## config.mk

```make
export PLATFORM = sky130hd
export DESIGN_NAME = ai_irq_unit
export DESIGN_NICKNAME = d
export VERILOG_FILES = /design/src/rtl/ai_pkg.sv /design/src/rtl/ai_alarm_cmp.sv /design/src/rtl/ai_update_sel.sv /design/src/rtl/ai_irq_unit.sv
export SDC_FILE = /design/constraint.sdc
export NUM_CORES = 1
export LEC_CHECK = 0
export ABC_AREA = 0
export ABC_CLOCK_PERIOD_IN_PS = 2200
export BUFFER_PORTS_ARGS = -buffer_cell sky130_fd_sc_hd__clkbuf_2
export CORE_ASPECT_RATIO = 0.9
export CORE_MARGIN = 3
export CORE_UTILIZATION = 45
export DETAILED_ROUTE_END_ITERATION = 10
export MAX_ROUTING_LAYER = met4
export PLACE_DENSITY = 0.8
export SLEW_MARGIN = 20
export SYNTH_ARGS = -nofsm -noshare
export SYNTH_HDL_FRONTEND = slang
export SYNTH_HIERARCHICAL = 1
export SYNTH_SLANG_ARGS = --single-unit
```

## constraint.sdc

```tcl
create_clock -name clk -period 2.2 [get_ports clk]
set_clock_uncertainty 0.05 [all_clocks]
set_input_delay 0.44 -clock clk [delete_from_list [all_inputs] [get_ports clk]]
set_output_delay 0.44 -clock clk [all_outputs]
set_load 0.02 [all_outputs]
```

## src/rtl/ai_pkg.sv

```systemverilog
package ai_pkg;

    typedef enum logic {
        DAY_BY_WEEKDAY = 1'b0,
        DAY_BY_MDAY    = 1'b1
    } day_mode_e;

    typedef struct packed {
        logic upd;
        logic alm;
    } ai_evt_t;

endpackage

```

## src/rtl/ai_alarm_cmp.sv

```systemverilog
module ai_alarm_cmp #(
    parameter int unsigned BYTE_W = 8,
    parameter int unsigned WDAY_W = 7
) (
    input  logic [BYTE_W-1:0] sec_i,
    input  logic [BYTE_W-1:0] min_i,
    input  logic [BYTE_W-1:0] hour_i,
    input  logic [BYTE_W-1:0] mday_i,
    input  logic [WDAY_W-1:0] wday_i,
    input  logic [BYTE_W-1:0] alm_min_i,
    input  logic [BYTE_W-1:0] alm_hour_i,
    input  logic [BYTE_W-1:0] alm_day_i,
    input  ai_pkg::day_mode_e day_mode_i,
    output logic              hit_o
);
    localparam int unsigned PAD_W = BYTE_W - WDAY_W;

    logic [BYTE_W-1:0] wday_byte;
    logic              day_ok;

    always_comb begin
        wday_byte = {{PAD_W{1'b0}}, wday_i};
        if (day_mode_i == ai_pkg::DAY_BY_MDAY) begin
            day_ok = (alm_day_i == mday_i);
        end else begin
            day_ok = (alm_day_i == wday_byte);
        end
        hit_o = (sec_i == '0) && (alm_min_i == min_i) &&
                (alm_hour_i == hour_i) && day_ok;
    end
endmodule

```

## src/rtl/ai_update_sel.sv

```systemverilog
module ai_update_sel #(
    parameter int unsigned BYTE_W = 8
) (
    input  logic              en_i,
    input  logic              per_minute_i,
    input  logic [BYTE_W-1:0] min_i,
    input  logic [BYTE_W-1:0] last_min_i,
    output logic              fire_o,
    output logic              take_min_o
);
    always_comb begin
        if (!en_i) begin
            fire_o     = 1'b0;
            take_min_o = 1'b0;
        end else if (per_minute_i) begin
            fire_o     = (min_i != last_min_i);
            take_min_o = fire_o;
        end else begin
            fire_o     = 1'b1;
            take_min_o = 1'b0;
        end
    end
endmodule

```

## src/rtl/ai_irq_unit.sv

```systemverilog
module ai_irq_unit #(
    parameter int unsigned BYTE_W = 8,
    parameter int unsigned WDAY_W = 7
) (
    input  logic              clk,
    input  logic              rst_n,
    input  logic              poll_i,
    input  logic [BYTE_W-1:0] sec_i,
    input  logic [BYTE_W-1:0] min_i,
    input  logic [BYTE_W-1:0] hour_i,
    input  logic [BYTE_W-1:0] mday_i,
    input  logic [WDAY_W-1:0] wday_i,
    input  logic [BYTE_W-1:0] alm_min_i,
    input  logic [BYTE_W-1:0] alm_hour_i,
    input  logic [BYTE_W-1:0] alm_day_i,
    input  logic              upd_en_i,
    input  logic              upd_minute_i,
    input  logic              alm_en_i,
    input  logic              alm_day_mode_i,
    input  logic              upd_clr_i,
    input  logic              alm_clr_i,
    output logic              upd_flag_o,
    output logic              alm_flag_o,
    output logic              irq_o
);
    import ai_pkg::*;

    typedef struct packed {
        logic [BYTE_W-1:0] last_sec;
        logic [BYTE_W-1:0] last_min;
        logic              upd_en_prev;
        logic              alm_en_prev;
        logic              upd_flag;
        logic              alm_flag;
        logic              irq;
    } state_t;

    state_t    st_d, st_q;
    day_mode_e day_mode;
    logic      alm_match;
    logic      upd_fire;
    logic      upd_take_min;
    logic      upd_rise, alm_rise;
    logic      eval;
    ai_evt_t   evt;

    assign day_mode = day_mode_e'(alm_day_mode_i);

    ai_alarm_cmp #(.BYTE_W(BYTE_W), .WDAY_W(WDAY_W)) u_cmp (
        .sec_i      (sec_i),
        .min_i      (min_i),
        .hour_i     (hour_i),
        .mday_i     (mday_i),
        .wday_i     (wday_i),
        .alm_min_i  (alm_min_i),
        .alm_hour_i (alm_hour_i),
        .alm_day_i  (alm_day_i),
        .day_mode_i (day_mode),
        .hit_o      (alm_match)
    );

    ai_update_sel #(.BYTE_W(BYTE_W)) u_upd (
        .en_i         (upd_en_i),
        .per_minute_i (upd_minute_i),
        .min_i        (min_i),
        .last_min_i   (st_q.last_min),
        .fire_o       (upd_fire),
        .take_min_o   (upd_take_min)
    );

    always_comb begin
        st_d             = st_q;
        st_d.upd_en_prev = upd_en_i;
        st_d.alm_en_prev = alm_en_i;
        st_d.irq         = 1'b0;

        upd_rise = upd_en_i & ~st_q.upd_en_prev;
        alm_rise = alm_en_i & ~st_q.alm_en_prev;

        // An enable edge snapshots the current time instead of evaluating.
        if (upd_rise) begin
            st_d.last_min = min_i;
            st_d.last_sec = sec_i;
        end
        if (alm_rise) begin
            st_d.last_sec = sec_i;
        end

        eval = poll_i & (upd_en_i | alm_en_i) & ~upd_rise & ~alm_rise &
               (sec_i != st_q.last_sec);

        evt.upd = eval & upd_fire;
        evt.alm = eval & alm_en_i & alm_match;

        if (eval) begin
            st_d.last_sec = sec_i;
        end
        if (evt.upd && upd_take_min) begin
            st_d.last_min = min_i;
        end

        // Set takes priority over a simultaneous clear.
        if (upd_clr_i) st_d.upd_flag = 1'b0;
        if (alm_clr_i) st_d.alm_flag = 1'b0;
        if (evt.upd)   st_d.upd_flag = 1'b1;
        if (evt.alm)   st_d.alm_flag = 1'b1;

        st_d.irq = evt.upd | evt.alm;
    end

    always_ff @(posedge clk) begin
        if (!rst_n) begin
            st_q <= '0;
        end else begin
            st_q <= st_d;
        end
    end

    assign upd_flag_o = st_q.upd_flag;
    assign alm_flag_o = st_q.alm_flag;
    assign irq_o      = st_q.irq;
endmodule

```

# Word-level counts from Yosys, hierarchy flattened
# Cells that the tools add are included.
# op_classes
eq_ne	6
mux	13
n_bitwise	15
n_reduce_logical	9
# ops
op	count
8-bit equality test	3
8-bit two-way mux	3
16-bit two-way mux	1
8-bit inequality test	2
1-bit AND	9
1-bit two-way mux	9
8-bit by 7-bit equality test with 1-bit output	1
8-bit zero test	1
2-bit nonzero test	3
1-bit logical AND	4
1-bit inverter	4
3-bit nonzero test	1
1-bit bitwise OR	2
# word_totals
ff_bits	21
in_bits	72
out_inout_bits	3
wordCells	50

# Longest topological paths before layout
# Gate-level depths: netlist (run 1).
# logic_depth
word_depth	9
depth_mapped	7
mapped_depth_nobuf	6

# By module
# Netlist (run 1), hierarchy kept.
# modules_own_cells
module	n_inst	cells_each	area_per_inst_um2	seq_area_each_um2
ai_irq_unit	1	100	985.9	420.4
ai_alarm_cmp	1	44	367.9	0.0
ai_update_sel	1	14	101.3	0.0

# Least setup slack after synthesis (run 1)
# Ideal clock, no wire load.
# synth_timing
path_kind	input port to flip-flop
startpoint	input min_i[7]
endpoint	register st_q[10] in the netlist's numbering
arrival_time_ps	1634
setup_slack_ps	443
path_stages	5
path_buffers	0
cell_sequence	xor2_1 nor4_1 a31oi_1 a31oi_4 mux2i_1
# synth_between
elab_chain_len	6
elab_cells_between_ends	9
# synth_rtl
item	line	rtl
start, declared	ai_irq_unit.sv:9	input logic [BYTE_W-1:0] min_i,
8-bit inequality test (*)	ai_update_sel.sv:16	fire_o = (min_i != last_min_i);
1-bit two-way mux (*)	ai_update_sel.sv:15	end else if (per_minute_i) begin
1-bit two-way mux (*)	ai_update_sel.sv:12	if (!en_i) begin
named net upd_fire	ai_irq_unit.sv:41	logic upd_fire;
1-bit AND (*)	ai_irq_unit.sv:92	evt.upd = eval & upd_fire;
1-bit logical AND (*)	ai_irq_unit.sv:98	if (evt.upd && upd_take_min) begin
8-bit two-way mux / 2-bit nonzero test (equally long branches)	n/a	
end signal, assigned	ai_irq_unit.sv:115	st_q <= st_d;
end, declared	ai_irq_unit.sv:38	state_t st_d, st_q;
# The timed path passes the listed nets; every way through them passes the cells marked *.
# A chain may end at the register's enable or synchronous reset.

# Final worst setup path (run 1)
# layout_timing
startpoint	register st_q[11] in the netlist's numbering
endpoint	register st_q[7] in the netlist's numbering
# layout_between
elab_chain_len	6
elab_cells_between_ends	9
# layout_rtl
item	line
8-bit inequality test (*)	ai_update_sel.sv:16
1-bit two-way mux (*)	ai_update_sel.sv:15
1-bit two-way mux (*)	ai_update_sel.sv:12
named net upd_fire	ai_irq_unit.sv:41
1-bit AND (*)	ai_irq_unit.sv:92
1-bit logical AND (*)	ai_irq_unit.sv:98
8-bit two-way mux / 2-bit nonzero test (equally long branches)	n/a
# Marks and branches as above.

==> metrics.json, run 1 <==
{
  "hold_path_class": "input pin to register",
  "irDropWorstVdd_v": 0.0002401,
  "ys_seq_elements": 21,
  "clkPwrFrac_pct": 22.0,
  "critPathSlowestCell": "nor4_1",
  "setup-tns-final_ns": 0,
  "combinational_family_with_the_most_area_after_synthesis": "XOR/XNOR gates",
  "globalRouteOverflowTotal": 0,
  "drt_via_density": 4.909,
  "synth.area.mux_share_pct": 15.82,
  "clk_pin_slew_ns": 0.12,
  "cts-resized-gates": 0,
  "die_w_um": 65.94,
  "synth_area_um2": 1455,
  "fmax_ghz": 0.5188,
  "place.gp.congestion": 0.7641,
  "chipHeight_um": 59.95,
  "htreeDepth": 1,
  "grt_max_degree": 38,
  "required_ns": 2.38,
  "ys.warnings.count": 6,
  "layout-area-overhead-vs-synth_pct": 29.49,
  "rows": 18,
  "top_routing_layer_used": "met4",
  "dp.final_hpwl_um": 2837,
  "postSynthAreaPerCell_um2": 9.210,
  "via_count": 1345,
  "ctsLongestPathBuffers": 2,
  "drtPass1Iterations": 4,
  "synth-simple-area-share_pct": 22.44,
  "yosys-top-cells-area": "dfxtp_1, xor2_1, mux2i_1, nand2_1, nor4_1",
  "worst_pin_slew_ns": 0.6401,
  "synth_ff_type": "dfxtp_1",
  "tritoncts_buffer_count": 3,
  "setup_violations": 0,
  "synthMostInstantiatedCell": "xor2_1",
  "clockRootBuffer": "clkbuf_4",
  "sequentialPowerShare_pct": 48.6,
  "wl_met1_um": 1409,
  "post_route_cells_drive_above_1_share_pct": 38.03,
  "power.switching_fraction_pct": 29.89,
  "min_period_over_period_pct": 87.62,
  "synth-adder-area-share_pct": 0,
  "cap_viol_max_count": 0,
  "p_switching_uw": 258.2,
  "grt_pass1_wl_um": 5306,
  "floorplan.core_area_um2": 2905,
  "p_total_uw": 863.9,
  "syn-num-nets": 230,
  "cp-start-kind": "register",
  "antennaDiodeCount": 0,
  "hold_viol": 0,
  "top_level_ports": 75,
  "drc": 0,
  "critical_path.top_delay_family": "compound AO/OA/AOI/OAI gates",
  "post-cts-setup-buffers": 0,
  "number_of_global_route_vias_before_repair": 1305,
  "worstHoldPathCells": 3,
  "dr_wl_met3_um": 217,
  "timing.critical_path.cells": "xor2_1 -> nor4_1 -> a31oi_1 -> a31oi_4 -> buf_12 -> mux2i_1",
  "endpoint_class_of_the_critical_path": "register",
  "io_buffer_count": 74,
  "synth_area_in_compound_gates_pct": 4.643,
  "track_usage_pct": 17.86,
  "met2_wirelength_um": 1697,
  "die_area_um2": 3953,
  "clock_sink_count": 21,
  "crit_fanout": 8,
  "route.detailed.wl_per_inst_um": 12.17,
  "synth_edf_count": 0,
  "fillCellCount": 262,
  "critical_path.max_stage_delay_ns": 0.45,
  "r2r_cells": 6,
  "cts_hold_buffers": 0,
  "syn-instance-count": 158,
  "place.detailed.instances": 270,
  "critical_path_buf_inv_count": 1,
  "synth_top_area_cell": "dfxtp_1",
  "yosysSeqAreaShare_pct": 28.89,
  "postRouteAntennaNets": 0,
  "drt_iter0_markers": 34,
  "status": "completed",
  "clock_latency_ns": 0.31,
  "power-per-cell-area_nw_per_um2": 458.5,
  "antenna_found_initial": 0,
  "cellLeakagePower_nw": 0.9627,
  "synth_async_sr_flop_share_pct": 0,
  "hold_slack_ns": 0.3308,
  "min_period_ns": 1.928,
  "timing_worst_setup_path_type": "register to register",
  "initial_utilization_pct": 50.09,
  "post_synthesis_share_of_cell_area_spent_on_xor_and_xnor_gates_pct": 24.08,
  "p_int_uw": 605.7,
  "worstSetupPathDepth": 6,
  "route.final.wire_length_um": 3335,
  "tritoncts": "done",
  "fin_util_pct": 64.86,
  "finish.cell_count_without_fillers": 274,
  "comb_power_share_pct": 29.4,
  "arrival_ns": 2.11,
  "synthTopCellsByCount": "xor2_1, nand2_1, mux2i_1, dfxtp_1, nor4_1",
  "timing.slew.headroom_pct": 57.33,
  "grt_setup_unrepaired": "no",
  "yosys.area.top_type_share_pct": 28.89,
  "ys_types": 25,
  "timing.final.max_slew_violations": 0,
  "design.final.nets": 307
}
-- state kept, by name, summed over array words and instances, names as in the netlist --
register / flops
upd_flag_o: 1
irq_o: 1
st_q: 18
alm_flag_o: 1
-- cell families after synthesis --
group	count (synthesis)
flip-flops	21
XOR/XNOR	40
multiplexers	23
buffers and inverters	7
AO/OA/AOI/OAI	8
AND/OR/NAND/NOR	59
-- layer usage --
layer,GRT usage (%),vias to the layer above
li1,-,693
met1,20.32,605
met2,32.71,45
met3,4.699,2
met4,1.739,0
met5,-,-
-- power groups by stage --
stage	clock network (mW)	registers (mW)	logic [mW]
final	0.190	0.420	0.254
after global routing	0.209	0.423	0.281
after CTS	0.193	0.420	0.257
after detailed placement	0	0.428	0.256
after global placement	0	0.427	0.249
after floorplan	0	0.426	0.151
-- cell usage in the layout, fill, tap and decap left out --
cell type  netlist  routed
nor2b_1          3       3
buf_12           0       1
a31oi_1          1       1
nand4_1          3       3
clkbuf_1         0       1
clkbuf_4         0       3
clkbuf_2         0      74
nor4_1           8       8
and2_1           2       2
dfxtp_1         21      21
xor2_1          40      40
a21boi_2         1       1
a21oi_1          3       3
inv_1            2       2
a31oi_4          1       1
and3b_2          1       1
nor4_4           1       1
nor3_4           1       1
mux2i_1         23      23
and2b_2          2       2
o21ai_0          1       1
buf_4            1       2
nor4_2           2       2
nand2_1         35      35
nor3_1           1       1
a32oi_1          1       1
-- path summary, 6_finish.rpt --
path / endpoint / slack (ns) / start
max: st_q[7]$_SDFFE_PN0P_ / 0.27 / st_q[11]$_SDFFE_PN0P_
min: st_q[19]$_SDFFE_PN0P_ / 0.33 / sec_i[6]
max reg2reg: st_q[7]$_SDFFE_PN0P_ / 0.27 / st_q[11]$_SDFFE_PN0P_
min reg2reg: st_q[18]$_SDFFE_PN0P_ / 0.43 / st_q[18]$_SDFFE_PN0P_
-- worst reg2reg max path, delay by kind of cell, from the launching register on --
kind | cells | cell delay (ns)
muxes | 1 | 0.22
AOI/OAI and AO/OA | 2 | 0.47
xor gates and xnor gates | 1 | 0.16
DFF | 1 | 0.35
and+or+nand+nor | 1 | 0.45
buffers and inverters | 1 | 0.15
-- through the flow --
stage / instance area [um2] / worst slack (ns)
floorplan: 1455 / 0.4434
finish: 1884 / 0.2724
global placement: 1858 / 0.1549
CTS: 1884 / 0.3106
detailed placement: 1858 / 0.1295
global route: 1884 / 0.2211
-- area by class of cell --
cell class,instances,area [um2],share of cell area [%]
Sequential cell,21,420.4,22.31
Timing Repair Buffer,77,405.4,21.51
Multi-Input combinational cell,130,974.7,51.73
Tap cell,40,50.05,2.656
Clock buffer,4,26.28,1.394
Inverter,2,7.507,0.3984
Note: power is estimated with default switching activity, not from simulation.
==> run 2: changes to the inputs <==
- CELL_PAD_IN_SITES_DETAIL_PLACEMENT: default -> 1
- CELL_PAD_IN_SITES_GLOBAL_PLACEMENT: default -> 2
- CORE_UTILIZATION: 45 -> 25
- PLACE_DENSITY: 0.8 -> default
- PLACE_DENSITY_LB_ADDON: default -> 0.15
- SYNTH_HIERARCHICAL: 1 -> default
==> metrics.json, run 2 <==
{
  "place.detailed.instances": {"value": 290, "change": "+7.4%"},
  "drt_iter0_markers": {"value": 42, "change": "+24%"},
  "yosys-top-cells-area": "dfxtp_1, xor2_1, mux2i_1, xnor2_1, nor2b_1",
  "route.detailed.wl_per_inst": {"value": 14.44, "unit": "um", "change": "+19%"},
  "min_period_over_period": {"value": 85.98, "unit": "%", "change": "-1.6 points"},
  "chipHeight": {"value": 77.72, "unit": "um", "change": "+30%"},
  "io_buffer_count": {"value": 74, "change": "unchanged"},
  "synth_edf_count": {"value": 0, "change": "unchanged"},
  "clock_sink_count": {"value": 21, "change": "unchanged"},
  "track_usage": {"value": 13.36, "unit": "%", "change": "-4.5 points"},
  "cts_hold_buffers": {"value": 0, "change": "unchanged"},
  "cts-resized-gates": {"value": 0, "change": "unchanged"},
  "min_period": {"value": 1.891, "unit": "ns", "change": "-0.03608 ns"},
  "synth_ff_type": "dfxtp_1",
  "dp.final_hpwl": {"value": 3727, "unit": "um", "change": "+31%"},
  "worst_pin_slew": {"value": 0.5525, "unit": "ns", "change": "-0.08765 ns"},
  "combinational_family_with_the_most_area_after_synthesis": "XOR/XNOR gates",
  "ys_seq_elements": {"value": 21, "change": "unchanged"},
  "clock_latency": {"value": 0.26, "unit": "ns", "change": "-0.05 ns"},
  "endpoint_class_of_the_critical_path": "register",
  "number_of_global_route_vias_before_repair": {"value": 1493, "change": "+14%"},
  "grt_max_degree": {"value": 30, "change": "-21%"},
  "power-per-cell-area": {"value": 488.7, "unit": "nW/um2", "change": "+6.6%"},
  "yosysSeqAreaShare": {"value": 29.42, "unit": "%", "change": "+0.53 points"},
  "ys.warnings.count": {"value": 0, "change": "-6"},
  "clockRootBuffer": "clkbuf_8",
  "route.final.wire_length": {"value": 4246, "unit": "um", "change": "+27%"},
  "postRouteAntennaNets": {"value": 0, "change": "unchanged"},
  "top_level_ports": {"value": 75, "change": "unchanged"},
  "largest_register_by_flop_count": "st_q",
  "crit_fanout": {"value": 8, "change": "unchanged"},
  "yosys.area.top_type_share": {"value": 29.42, "unit": "%", "change": "+0.53 points"},
  "via_count": {"value": 1345, "change": "unchanged"},
  "antenna_found_initial": {"value": 0, "change": "unchanged"},
  "synthMostInstantiatedCell": "xor2_1",
  "final_design_area_no_fill": {"value": 1926, "unit": "um2", "change": "+2.2%"},
  "fin_util": {"value": 35.79, "unit": "%", "change": "-29 points"},
  "layout-area-overhead-vs-synth_pct": 34.76,
  "synth_async_sr_flop_share": {"value": 0, "unit": "%", "change": "unchanged"},
  "arrival": {"value": 2.00, "unit": "ns", "change": "-0.11 ns"},
  "clk_pin_slew": {"value": 0.08, "unit": "ns", "change": "-0.04 ns"},
  "tritoncts": "done",
  "syn-instance-count": {"value": 151, "change": "-4.4%"},
  "required": {"value": 2.31, "unit": "ns", "change": "-0.07 ns"},
  "synth_area": {"value": 1429, "unit": "um2", "change": "-1.8%"},
  "setup_violations": {"value": 0, "change": "unchanged"},
  "max_reg_flops": {"value": 18, "change": "unchanged"},
  "place.gp.congestion": {"value": 0.8367, "change": "+9.5%"},
  "die_w": {"value": 85.69, "unit": "um", "change": "+30%"},
  "postSynthAreaPerCell": {"value": 9.463, "unit": "um2", "change": "+2.7%"},
  "ctsLongestPathBuffers": {"value": 2, "change": "unchanged"},
  "drtPass1Iterations": {"value": 4, "change": "unchanged"},
  "timing.final.max_slew_violations": {"value": 0, "change": "unchanged"},
  "timing_worst_setup_path_type": "input pin to register",
  "drt_via_density": {"value": 4.575, "change": "-6.8%"},
  "post_synthesis_share_of_cell_area_spent_on_xor_and_xnor_gates": {"value": 23.29, "unit": "%", "change": "-0.78 points"},
  "die_area": {"value": 6660, "unit": "um2", "change": "+68%"},
  "synth-adder-area-share": {"value": 0, "unit": "%", "change": "unchanged"},
  "timing.slew.headroom": {"value": 63.17, "unit": "%", "change": "+5.8 points"},
  "ys_types": {"value": 29, "change": "+16%"},
  "antennaDiodeCount": {"value": 0, "change": "unchanged"},
  "tritoncts_buffer_count": {"value": 3, "change": "unchanged"},
  "design.final.nets": {"value": 300, "change": "-2.3%"},
  "syn-num-nets": {"value": 223, "change": "-3.0%"},
  "layout_common_cells": "clkbuf_2, xor2_1, dfxtp_1",
  "postPlaceCellArea": {"value": 1879, "unit": "um2", "change": "+1.1%"},
  "cellLeakagePower": {"value": 0.9059, "unit": "nW", "change": "-5.9%"},
  "initial_utilization": {"value": 26.56, "unit": "%", "change": "-24 points"},
  "cap_viol_max_count": {"value": 0, "change": "unchanged"},
  "synth.area.mux_share": {"value": 10.51, "unit": "%", "change": "-5.3 points"},
  "hold_viol": {"value": 0, "change": "unchanged"},
  "irDropWorstVdd": {"value": 0.0002292, "unit": "V", "change": "-4.5%"},
  "finish.cell_count_without_fillers": {"value": 294, "change": "+7.3%"},
  "floorplan.core_area": {"value": 5380, "unit": "um2", "change": "+85%"},
  "hold_path_class": "input pin to register",
  "layout_commonest_cell": "clkbuf_2",
  "synthTopCellsByCount": "xor2_1, dfxtp_1, mux2i_1, xnor2_1",
  "setup-tns-final": {"value": 0, "unit": "ns", "change": "unchanged"},
  "synth-simple-area-share": {"value": 22.42, "unit": "%", "change": "-0.025 points"},
  "grt_setup_unrepaired": "no",
  "synth_area_in_compound_gates": {"value": 10.60, "unit": "%", "change": "+6.0 points"},
  "grt_pass1_wl": {"value": 6900, "unit": "um", "change": "+30%"},
  "post-cts-setup-buffers": {"value": 0, "change": "unchanged"},
  "globalRouteOverflowTotal": {"value": 0, "change": "unchanged"},
  "status": "completed",
  "post_route_cells_drive_above_1_share": {"value": 40.97, "unit": "%", "change": "+2.9 points"},
  "drc": {"value": 0, "change": "unchanged"},
  "rows": {"value": 25, "change": "+7"},
  "fmax": {"value": 0.5287, "unit": "GHz", "change": "+1.9%"},
  "synth_top_area_cell": "dfxtp_1",
  "htreeDepth": {"value": 1, "change": "unchanged"},
  "cp-start-kind": "input pin"
}
==> run 2: cell types whose count changed after synthesis, sizes merged, moves of 4 or more <==
cell    previous run  this run
nand2             35         9
xor2              40        25
xnor2              0        13
nand3              0        11
mux2i             23        15
o21ai              1         9
nor2b              3        10
nand2b             0         4
==> run 2: final timing paths <==
path | startpoint | cells after the start | slack [ns] | endpoint
min | min_i[1] | 3 | 0.39 | st_q[6]$_SDFFE_PN0P_
min reg2reg | st_q[11]$_SDFFE_PN0P_ | 2 | 0.43 | st_q[11]$_SDFFE_PN0P_
max reg2reg | st_q[20]$_SDFFE_PN0P_ | 6 | 0.35 | st_q[19]$_SDFFE_PN0P_
max | upd_en_i | 7 | 0.31 | st_q[19]$_SDFFE_PN0P_
==> run 2: critical path, stage by stage <==
cell and delay [ns]:
clkbuf_2 0.14, nor2b_4 0.16, a211o_1 0.28, a21oi_2 0.25, a211o_1 0.42, mux2i_1 0.26
nor2b_1 0.06
==> run 2: cells by family after synthesis <==
group / after synthesis
AO/OA/AOI/OAI: 19
XOR/XNOR: 38
buffers and inverters: 8
flip-flops: 21
multiplexers: 15
AND/OR/NAND/NOR: 50
==> run 2: final cells by class <==
type | instances | area (um2)
fillers | 670 | 3455
multi-input cells | 122 | 954.7
flip-flops and latches | 21 | 420.4
repair buffers | 78 | 412.9
well taps | 67 | 83.83
clock buffers | 3 | 41.29
inverters | 2 | 7.507
clock inverters | 1 | 5.005
==> run 2: routing by layer <==
layer  vias to the layer above  part of all wire [%]  global-route usage (%)
li1                        684                     -                       -
met1                       617                    43                   15.89
met2                        42                    51                   23.21
met3                         2                   6.1                   2.442
met4                         0                  0.45                   3.323
met5                         -                     0                       -
==> run 2: metrics by stage <==
stage	total power, mW	setup slack, ns	hold slack [ns]
after floorplan	0.5791	0.4748	0.3983
after global placement	0.6841	0.1109	0.4046
after detailed placement	0.6986	0.005293	0.4176
after CTS	0.9613	0.2786	0.3869
after global routing	1.007	0.1204	0.3859
final	0.9411	0.3085	0.3928
==> run 2: report_power, final <==
| group | internal, mW | switching (mW) |
|---|---|---|
| clock network | 0.126 | 0.130 |
| logic | 0.135 | 0.130 |
| registers | 0.404 | 0.0156 |
